==> config.mk <==
export PLATFORM = sky130hd
export DESIGN_NAME = wdt_periph
export DESIGN_NICKNAME = d
export VERILOG_FILES = /design/src/rtl/wdt_pkg.sv /design/src/rtl/wdt_prescaler.sv /design/src/rtl/wdt_key_seq.sv /design/src/rtl/wdt_countdown.sv /design/src/rtl/wdt_periph.sv
export SDC_FILE = /design/constraint.sdc
export NUM_CORES = 1
export LEC_CHECK = 0
export BUFFER_PORTS_ARGS = -buffer_cell sky130_fd_sc_hd__buf_2
export CORE_MARGIN = 4
export CORE_UTILIZATION = 50
export CTS_CLUSTER_DIAMETER = 120
export DETAILED_ROUTE_END_ITERATION = 8
export GPL_TIMING_DRIVEN = 1
export PLACE_DENSITY = 0.7
export SLEW_MARGIN = 20
export SYNTH_ARGS = -nofsm -noshare
export SYNTH_HDL_FRONTEND = slang
export SYNTH_SLANG_ARGS = --single-unit
==> constraint.sdc <==
create_clock -name clk -period 2.55 [get_ports clk]
set_input_delay 0.3825 -clock clk [delete_from_list [all_inputs] [get_ports clk]]
set_output_delay 0.3825 -clock clk [all_outputs]
set_load 0.1 [all_outputs]
==> src/rtl/wdt_pkg.sv <==
package wdt_pkg;
    localparam int REG_W  = 16;
    localparam int ADDR_W = 4;
    localparam int TO_W   = 8;

    localparam logic [ADDR_W-1:0] OFS_CTRL = 4'h0;
    localparam logic [ADDR_W-1:0] OFS_SVC  = 4'h2;
    localparam logic [ADDR_W-1:0] OFS_STAT = 4'h4;

    localparam logic [REG_W-1:0] KEY_ARM  = 16'h5555;
    localparam logic [REG_W-1:0] KEY_FIRE = 16'hAAAA;

    localparam int BIT_PAUSE = 0;
    localparam int BIT_RUN   = 2;
    localparam int BIT_ROUTE = 3;
    localparam int BIT_FLAG  = 1;

    typedef enum logic {SEQ_IDLE, SEQ_ARMED} seq_e;

    typedef struct packed {
        logic [TO_W-1:0] tmo;
        logic            route;
        logic            run;
        logic            pause;
    } ctrl_t;
endpackage

==> src/rtl/wdt_prescaler.sv <==
module wdt_prescaler #(
    parameter int DIV = 4
) (
    input  logic clk,
    input  logic rst_n,
    input  logic run,
    input  logic clear,
    output logic tick
);
    localparam int CW = (DIV > 1) ? $clog2(DIV) : 1;
    localparam logic [CW-1:0] LAST = CW'(DIV - 1);

    typedef struct packed {
        logic [CW-1:0] cnt;
    } pre_s;

    pre_s pre_d, pre_q;

    always_comb begin
        pre_d = pre_q;
        tick  = 1'b0;
        if (clear) begin
            pre_d.cnt = '0;
        end else if (run) begin
            if (pre_q.cnt == LAST) begin
                pre_d.cnt = '0;
                tick      = 1'b1;
            end else begin
                pre_d.cnt = pre_q.cnt + 1'b1;
            end
        end
    end

    always_ff @(posedge clk or negedge rst_n) begin
        if (!rst_n) pre_q <= '0;
        else        pre_q <= pre_d;
    end

    // a paused prescaler does not advance
    a_r7_pre_frozen: assert property (@(posedge clk) disable iff (!rst_n)
        (!run && !clear) |=> $stable(pre_q.cnt));
endmodule

==> src/rtl/wdt_key_seq.sv <==
module wdt_key_seq
    import wdt_pkg::*;
(
    input  logic             clk,
    input  logic             rst_n,
    input  logic             wr_svc,
    input  logic [REG_W-1:0] wdata,
    output logic             fire
);
    typedef struct packed {
        seq_e st;
    } seq_s;

    seq_s seq_d, seq_q;

    always_comb begin
        seq_d = seq_q;
        fire  = 1'b0;
        if (wr_svc) begin
            if (seq_q.st == SEQ_ARMED && wdata == KEY_FIRE) begin
                fire     = 1'b1;
                seq_d.st = SEQ_IDLE;
            end else if (seq_q.st == SEQ_IDLE && wdata == KEY_ARM) begin
                seq_d.st = SEQ_ARMED;
            end else begin
                seq_d.st = SEQ_IDLE;
            end
        end
    end

    always_ff @(posedge clk or negedge rst_n) begin
        if (!rst_n) seq_q <= '{st: SEQ_IDLE};
        else        seq_q <= seq_d;
    end

    // any service write while armed consumes the arming
    a_r5_one_shot_arm: assert property (@(posedge clk) disable iff (!rst_n)
        (wr_svc && seq_q.st == SEQ_ARMED) |=> (seq_q.st == SEQ_IDLE));
    // a restart is only ever requested by a service write
    a_r4_fire_on_write: assert property (@(posedge clk) disable iff (!rst_n)
        fire |-> wr_svc);
endmodule

==> src/rtl/wdt_countdown.sv <==
module wdt_countdown
    import wdt_pkg::*;
#(
    parameter int DIV  = 4,
    parameter int HOLD = 16
) (
    input  logic            clk,
    input  logic            rst_n,
    input  logic            enable,
    input  logic            freeze,
    input  logic            reload_req,
    input  logic            route_ext,
    input  logic [TO_W-1:0] load_val,
    output logic            expire_o,
    output logic            rst_o,
    output logic            ext_o
);
    localparam int HW = $clog2(HOLD + 1);

    typedef struct packed {
        logic [TO_W-1:0] cnt;
        logic [HW-1:0]   hold;
        logic            to_ext;
    } cd_s;

    cd_s cd_d, cd_q;
    logic tick, run, pre_clr, expire;

    assign run     = enable && !freeze;
    assign pre_clr = !enable || reload_req;

    wdt_prescaler #(.DIV(DIV)) u_pre (
        .clk   (clk),
        .rst_n (rst_n),
        .run   (run),
        .clear (pre_clr),
        .tick  (tick)
    );

    always_comb begin
        cd_d   = cd_q;
        expire = tick && (cd_q.cnt == '0);
        if (!enable || reload_req || expire) begin
            cd_d.cnt = load_val;
        end else if (tick) begin
            cd_d.cnt = cd_q.cnt - 1'b1;
        end
        if (expire) begin
            cd_d.hold   = HW'(HOLD);
            cd_d.to_ext = route_ext;
        end else if (cd_q.hold != '0) begin
            cd_d.hold = cd_q.hold - 1'b1;
        end
    end

    always_ff @(posedge clk or negedge rst_n) begin
        if (!rst_n) cd_q <= '0;
        else        cd_q <= cd_d;
    end

    assign expire_o = expire;
    assign rst_o    = (cd_q.hold != '0) && !cd_q.to_ext;
    assign ext_o    = (cd_q.hold != '0) &&  cd_q.to_ext;

    // expiry starts a pulse on exactly one of the two outputs
    a_r9_pulse_starts: assert property (@(posedge clk) disable iff (!rst_n)
        expire |=> (rst_o || ext_o));
    a_r9_one_output: assert property (@(posedge clk) disable iff (!rst_n)
        !(rst_o && ext_o));
    // a stopped timer keeps both outputs low
    a_r11_quiet_when_off: assert property (@(posedge clk) disable iff (!rst_n)
        !enable |-> !(rst_o || ext_o));
    // a frozen count holds its value
    a_r7_count_frozen: assert property (@(posedge clk) disable iff (!rst_n)
        (enable && freeze && !reload_req) |=> $stable(cd_q.cnt));
endmodule

==> src/rtl/wdt_periph.sv <==
module wdt_periph
    import wdt_pkg::*;
#(
    parameter int HALF_SEC_CYCLES = 125_000_000,
    parameter int RST_HOLD_CYCLES = 16
) (
    input  logic              clk,
    input  logic              por_n,
    input  logic              sys_rst_n,
    input  logic              wr_en,
    input  logic [ADDR_W-1:0] addr,
    input  logic [REG_W-1:0]  wdata,
    output logic [REG_W-1:0]  rdata,
    input  logic              low_power,
    output logic              wdog_rst_o,
    output logic              tout_ext_o
);
    typedef struct packed {
        ctrl_t ctrl;
        logic  lock;
    } regs_s;

    regs_s regs_d, regs_q;
    logic  flag_d, flag_q;
    logic  rst_n, ctrl_hit, svc_hit, fire, expire;

    assign rst_n    = por_n & sys_rst_n;
    assign ctrl_hit = wr_en && (addr == OFS_CTRL);
    assign svc_hit  = wr_en && (addr == OFS_SVC);

    always_comb begin
        regs_d = regs_q;
        if (ctrl_hit) begin
            regs_d.ctrl.tmo   = wdata[REG_W-1 -: TO_W];
            regs_d.ctrl.route = wdata[BIT_ROUTE];
            regs_d.ctrl.run   = regs_q.ctrl.run | wdata[BIT_RUN];
            if (!regs_q.lock) regs_d.ctrl.pause = wdata[BIT_PAUSE];
            regs_d.lock = 1'b1;
        end
        flag_d = flag_q | expire;
    end

    always_ff @(posedge clk or negedge rst_n) begin
        if (!rst_n) regs_q <= '0;
        else        regs_q <= regs_d;
    end

    always_ff @(posedge clk or negedge por_n) begin
        if (!por_n) flag_q <= 1'b0;
        else        flag_q <= flag_d;
    end

    wdt_key_seq u_seq (
        .clk    (clk),
        .rst_n  (rst_n),
        .wr_svc (svc_hit),
        .wdata  (wdata),
        .fire   (fire)
    );

    wdt_countdown #(
        .DIV  (HALF_SEC_CYCLES),
        .HOLD (RST_HOLD_CYCLES)
    ) u_cd (
        .clk        (clk),
        .rst_n      (rst_n),
        .enable     (regs_q.ctrl.run),
        .freeze     (regs_q.ctrl.pause && low_power),
        .reload_req (fire),
        .route_ext  (regs_q.ctrl.route),
        .load_val   (regs_d.ctrl.tmo),
        .expire_o   (expire),
        .rst_o      (wdog_rst_o),
        .ext_o      (tout_ext_o)
    );

    always_comb begin
        rdata = '0;
        case (addr)
            OFS_CTRL: begin
                rdata[REG_W-1 -: TO_W] = regs_q.ctrl.tmo;
                rdata[BIT_ROUTE]       = regs_q.ctrl.route;
                rdata[BIT_RUN]         = regs_q.ctrl.run;
                rdata[BIT_PAUSE]       = regs_q.ctrl.pause;
            end
            OFS_STAT: rdata[BIT_FLAG] = flag_q;
            default:  rdata = '0;
        endcase
    end

    // the run bit never falls except by reset
    a_r6_run_sticky: assert property (@(posedge clk) disable iff (!rst_n)
        regs_q.ctrl.run |=> regs_q.ctrl.run);
    // the pause choice is frozen after the first control write
    a_r7_pause_locked: assert property (@(posedge clk) disable iff (!rst_n)
        regs_q.lock |=> $stable(regs_q.ctrl.pause));
    // the timeout record survives everything but power-on reset
    a_r10_flag_kept: assert property (@(posedge clk) disable iff (!por_n)
        flag_q |=> flag_q);
endmodule

## Word-level counts from Yosys, hierarchy flattened

Cells that the tools add are included.

| storage, ports and cells | value |
|---|---|
| word-level logic and storage cells | 65 |
| bits in registers | 55 |
| input port bits | 25 |

| operators by class | value |
|---|---|
| multiplexer cells | 20 |
| add/subtract/negate cells | 3 |
| eq/ne operators | 5 |
| reduce and logical (&&, ||, !) cells | 21 |
| bitwise operators | 5 |

Operator list:

| operator | count |
|---|---|
| 2-to-1 mux 27 bit | 3 |
| adder 27 x 1 -> 27 bit (second input constant) | 1 |
| equality test 27 bit (second input constant) | 1 |
| 2-to-1 mux 8 bit | 3 |
| equality test 16 x 15 -> 1 bit (second input constant) | 1 |
| equality test 16 bit (second input constant) | 1 |
| 2-to-1 mux 12 bit | 1 |
| 2-to-1 mux 1 bit | 10 |
| 2-to-1 mux 5 bit | 2 |
| logical AND 1 bit | 9 |
| logical NOT 8 bit | 1 |
| subtractor 8 x 1 -> 8 bit (second input constant) | 1 |
| nonzero test 2 bit | 3 |
| nonzero test 5 bit | 1 |
| subtractor 5 x 1 -> 5 bit (second input constant) | 1 |
| equality test 4 x 2 -> 1 bit (second input constant) | 1 |
| equality test 4 x 3 -> 1 bit (second input constant) | 1 |
| logical NOT 4 bit | 1 |
| logical NOT 1 bit | 3 |
| logical OR 1 bit | 2 |
| 2-to-1 mux 2 bit | 1 |
| inverter 1 bit | 2 |
| OR 1 bit | 2 |
| AND reduction 2 bit | 1 |
| bitwise AND 1 bit | 1 |

## Longest topological paths before layout

| logic depth | value |
|---|---|
| depth after elaboration | 9 |
| mapped depth | 7 |

## Modules after synthesis

A second synthesis with hierarchy kept.

| second synthesis, totals | value |
|---|---|
| cells, all modules | 337 |
| area total of the unflattened synthesis | 3245.6 µm² |

By module, submodules not included:

| module | sequential area each (µm²) | instances | area each (µm²) | cells an instance |
|---|---|---|---|---|
| wdt_prescaler | 675.6 | 1 | 1586.5 | 181 |
| wdt_countdown | 350.3 | 1 | 834.6 | 87 |
| wdt_periph | 325.3 | 1 | 673.1 | 54 |
| wdt_key_seq | 25.0 | 1 | 151.4 | 15 |

## Worst setup path before layout

Ideal clock, no wire load.

| path | value |
|---|---|
| kind | input to output |
| start | input addr[3] |
| end | output rdata[1] |
| buffers on the path | 0 |
| setup slack | -0.530 ns |
| arrival | 2.698 ns |
| stages | 2 |
| data required time | 2.168 ns |
| cells stage by stage | or2_1 > nor3_1 |

| between the ends | value |
|---|---|
| longest elaborated chain between the ends | 2 |

RTL lines:

| element | line | text |
|---|---|---|
| start, declared | wdt_periph.sv:11 | `input logic [ADDR_W-1:0] addr,` |
| equality test 4 x 3 -> 1 bit | wdt_periph.sv:79 | `case (addr)` |
| 2-to-1 mux 1 bit | wdt_periph.sv:79 |  |
| end, declared | wdt_periph.sv:13 | `output logic [REG_W-1:0] rdata,` |

Every way passes these cells.

## Worst setup path after layout

| path | value |
|---|---|
| start | register u_cd.u_pre.pre_q[9] in the netlist's numbering |
| end | register u_cd.cd_q[0] in the netlist's numbering |

| between the ends | value |
|---|---|
| longest elaborated chain between the ends | 5 |

RTL lines:

| element | line | text |
|---|---|---|
| start, declared | wdt_prescaler.sv:17 | `pre_s pre_d, pre_q;` |
| start signal, assigned | wdt_prescaler.sv:36 | `else pre_q <= pre_d;` |
| equality test 27 bit | wdt_prescaler.sv:25 | `if (pre_q.cnt == LAST) begin` |
| 2-to-1 mux 1 bit | wdt_prescaler.sv:25 |  |
| 2-to-1 mux 1 bit | wdt_prescaler.sv:24 | `end else if (run) begin` |
| 2-to-1 mux 1 bit | wdt_prescaler.sv:22 | `if (clear) begin` |
| logical AND 1 bit | wdt_countdown.sv:42 | `expire = tick && (cd_q.cnt == '0);` |
| end signal, assigned | wdt_countdown.sv:57 | `if (!rst_n) cd_q <= '0;` |
| end signal, assigned | wdt_countdown.sv:58 | `else cd_q <= cd_d;` |
| end, declared | wdt_countdown.sv:26 | `cd_s cd_d, cd_q;` |

Every way passes these cells.
A chain may end at the register's enable or synchronous reset.

==> results.py <==
metrics = {
    "outcome": {
        "outcome": "complete, no violations",
    },
    "routing": {
        "drtAntennaViolNets": 0,
        "drtIter0Drc": 196,
        "num_vias": 3109,
        "first_pass_iters": 6,
        "drcViolationCount": 0,
        "wl_um": 8670,
        "wl_per_cell_um": 17.7,
        "vias_per_cell": 6.33,
    },
    "sta": {
        "finalCritPeriodShare": 0.924,
        "max_slew_margin": 0.531,
        "rsz0062_at_grt": "no",
        "final.min_clock_period_ps": 2360,
        "fin_setup_tns_ps": 0,
        "fmax_mhz": 424,
        "setup_violations": 0,
        "fin_hold_ws_ps": 184,
        "worstMarginPinSlew_ps": 697,
        "hold_viol_final": 0,
        "skew_ps": 7.64,
        "maxSlewViolCount": 0,
    },
    "global_routing": {
        "overflow": 0,
        "grt_pass1_vias": 3142,
        "grt_use_total": 0.220,
        "grt_max_degree": 33,
        "grt_antenna_before_repair": 0,
        "grt_pass1_wl_um": 14900,
    },
    "floorplan": {
        "num_rows": 29,
        "die_h_um": 90.2,
        "fp.dieW_um": 90.2,
        "initial_utilization": 0.524,
        "design.die.area_mm2": 0.00814,
        "io_pins": 43,
        "core_mm2": 0.00646,
    },
    "cts": {
        "cts_buffer_depth": 2,
        "clkLatencyLatePin_ps": 310,
        "cts-root-buf": "clkbuf_8",
        "numClockSinks": 55,
        "htree_levels": 2,
        "postCtsSetupBuffers": 0,
        "cts_inserted_buffers": 5,
        "cts_tree": "yes",
        "path_clk_slew_ps": 100,
    },
    "place": {
        "dp_hpwl_um": 6450,
        "port_buffers": 38,
        "gp_congestion": 0.878,
        "dp.cells": 482,
    },
    "synth": {
        "synth_ff_type": "dfrtp_1",
        "yosysWarnings": 0,
        "syn_area_mm2": 0.00338,
        "syn-mean-instance-area_um2": 9.27,
        "synth_cell_types": 64,
        "ys_seq_area_frac": 0.407,
        "synth_edf_count": 0,
        "synth.area.top_cells": "dfrtp_1 41%, nand2_1 3.6%, a21oi_1 3.4%",
        "ys_seq_elements": 55,
        "synth_top_area_cell": "dfrtp_1",
        "synthCells": 365,
        "synth_top_area_share": 0.407,
        "synthArstFlopShare": 1.00,
    },
    "setup_path": {
        "critPathLaunchType": "register",
        "required_ps": 2760,
        "crit_chain": "or4b_4 > nor4_4 > nand3_4 > nor3_4 > buf_4 > mux2_4",
        "crit_slowest_cell": "or4b_4",
        "crit_path_max_fanout": 7,
        "endpoint_kind": "register",
        "cp.arrival_ps": 2560,
        "slowest_delay_ps": 590,
        "crit_type": "register to register",
    },
    "finish": {
        "drive_above_1_share": 0.215,
        "layoutNonFillerInstCount": 491,
        "area_growth_pct": 18.1,
        "nets": 442,
        "n_antenna_cell": 0,
    },
    "power": {
        "vdd_drop_max_uv": 497,
        "switchingPower_uw": 729,
        "p_clk_frac": 0.228,
        "comb_power_share": 0.264,
        "p_per_area_mw_per_mm2": 533,
        "p_int_mw": 1.40,
        "p_leak_nw": 1.62,
        "seq_power_share": 0.508,
        "switching_share": 0.343,
    },
    "job": {
        "cap_violations": 0,
    },
    "hold_path": {
        "hp-class": "primary input to asynchronous set/reset pin",
    },
}
kinds of logic (layout without fill, tap and decap cells):
family / count (synthesis) / in the layout / share of synthesized area
compound gates: 70 / 70 / 0.134
xor+xnor: 4 / 4 / 0.0104
fa+ha+maj: 4 / 4 / 0.0148
buf+inv: 27 / 73 / 0.0377
flops: 55 / 55 / 0.407
mux: 17 / 17 / 0.0555
other cells: 1 / 4 / 0.00111
simple gates: 187 / 187 / 0.340
what timing repair did:
action / 4_1_cts / 5_1_grt
gates resized for setup: 0 / 1
hold buffers: 1 / 0
endpoints found under the setup margin: 0 / 2
endpoints found under the hold margin: 1 / 0
area by class of cell:
| cell class | count | area, um2 |
|---|---|---|
| inverter | 10 | 37.5 |
| clock buffer | 6 | 72.6 |
| sequential | 55 | 1380 |
| clock inverter | 2 | 12.5 |
| multi-input combinational | 286 | 1900 |
| fill | 537 | 2460 |
| timing repair buffer | 55 | 498 |
| tap | 77 | 96.3 |
worst max-delay path, delay by kind of cell (launching register included):
kind,cells,cell delay [ps]
flops,1,460
mux,1,290
simple gates,4,1340
buf+inv,1,170
synthesized netlist by cell type (3+ instances only):
library cell and n:
nand2_1 32, buf_2 5, nand3b_1 3, dfrtp_1 55, and4_1 4, and3_1 5
o21ai_0 15, buf_4 4, nor2_1 21, xnor2_1 3, a21oi_1 23, o211ai_1 5
a2bb2oi_1 5, ha_1 4, mux2i_1 6, nor3_1 12, and2_1 14, or3_1 10
nor2b_1 3, nand4_1 15, nor4bb_1 7, mux2_2 10, clkbuf_1 6, nor4_1 8
nand4b_1 8, a31oi_1 5, inv_1 10, nand3_1 19, or4_1 6
sequential cells by signal, summed over array words and instances (netlist names):
name,flops
u_cd.cd_q,14
u_cd.u_pre.pre_q,27
regs_q,12
u_seq.seq_q,1
flag_q,1
layout by cell type, fill, tap and decap left out, drive strengths merged, types with 4 or more instances in the layout:
cell      n
nand3    21
buf      54
mux2     11
and3      5
a21oi    23
nor2     21
or4       7
conb      4
or3      10
clkbuf    6
and4      4
nand4b    8
a31oi     5
a2bb2oi   5
nor3     14
and2     14
dfrtp    55
o211ai    5
nor4bb    7
inv      10
ha        4
o21ai    16
nor4      9
nand2    32
nand4    15
mux2i     6
metal layers:
metal,track usage,part of all wire
met5,0,0
met1,0.304,0.45
met3,0.0334,0.054
met4,0.0804,0.015
met2,0.350,0.48
power by group through the flow:
stage	Sequential, mW	Clock, mW	Combinational [mW]
after CTS	1.07	0.494	0.558
after global routing	1.10	0.538	0.623
after detailed placement	1.09	0	0.555
final	1.08	0.486	0.561
after global placement	1.09	0	0.538
after floorplan	1.07	0	0.407
final timing paths:
check                                      endpoint  slack (ps)  depth (start not counted)                start
worst max-delay path                   u_cd.cd_q[0]         190                          6  u_cd.u_pre.pre_q[9]
worst min-delay path                      regs_q[0]         180                          2            sys_rst_n
worst max register to register         u_cd.cd_q[0]         190                          6  u_cd.u_pre.pre_q[9]
worst min register to register            regs_q[0]         480                          1            regs_q[0]
max in group asynchronous       u_cd.u_pre.pre_q[9]        1230                          4                por_n
min in group clk                          regs_q[3]         340                          2             wdata[3]
through the flow:
stage	util	instance area [um2]	worst slack [ps]	total power [mW]
final	0.618	3990	194	2.13
after global placement	0.603	3890	279	1.63
after global routing	0.618	3990	106	2.26
after CTS	0.618	3990	220	2.13
after floorplan	-	3400	31.6	1.47
after detailed placement	0.603	3890	230	1.64
Power figures use the tool's default switching activity.
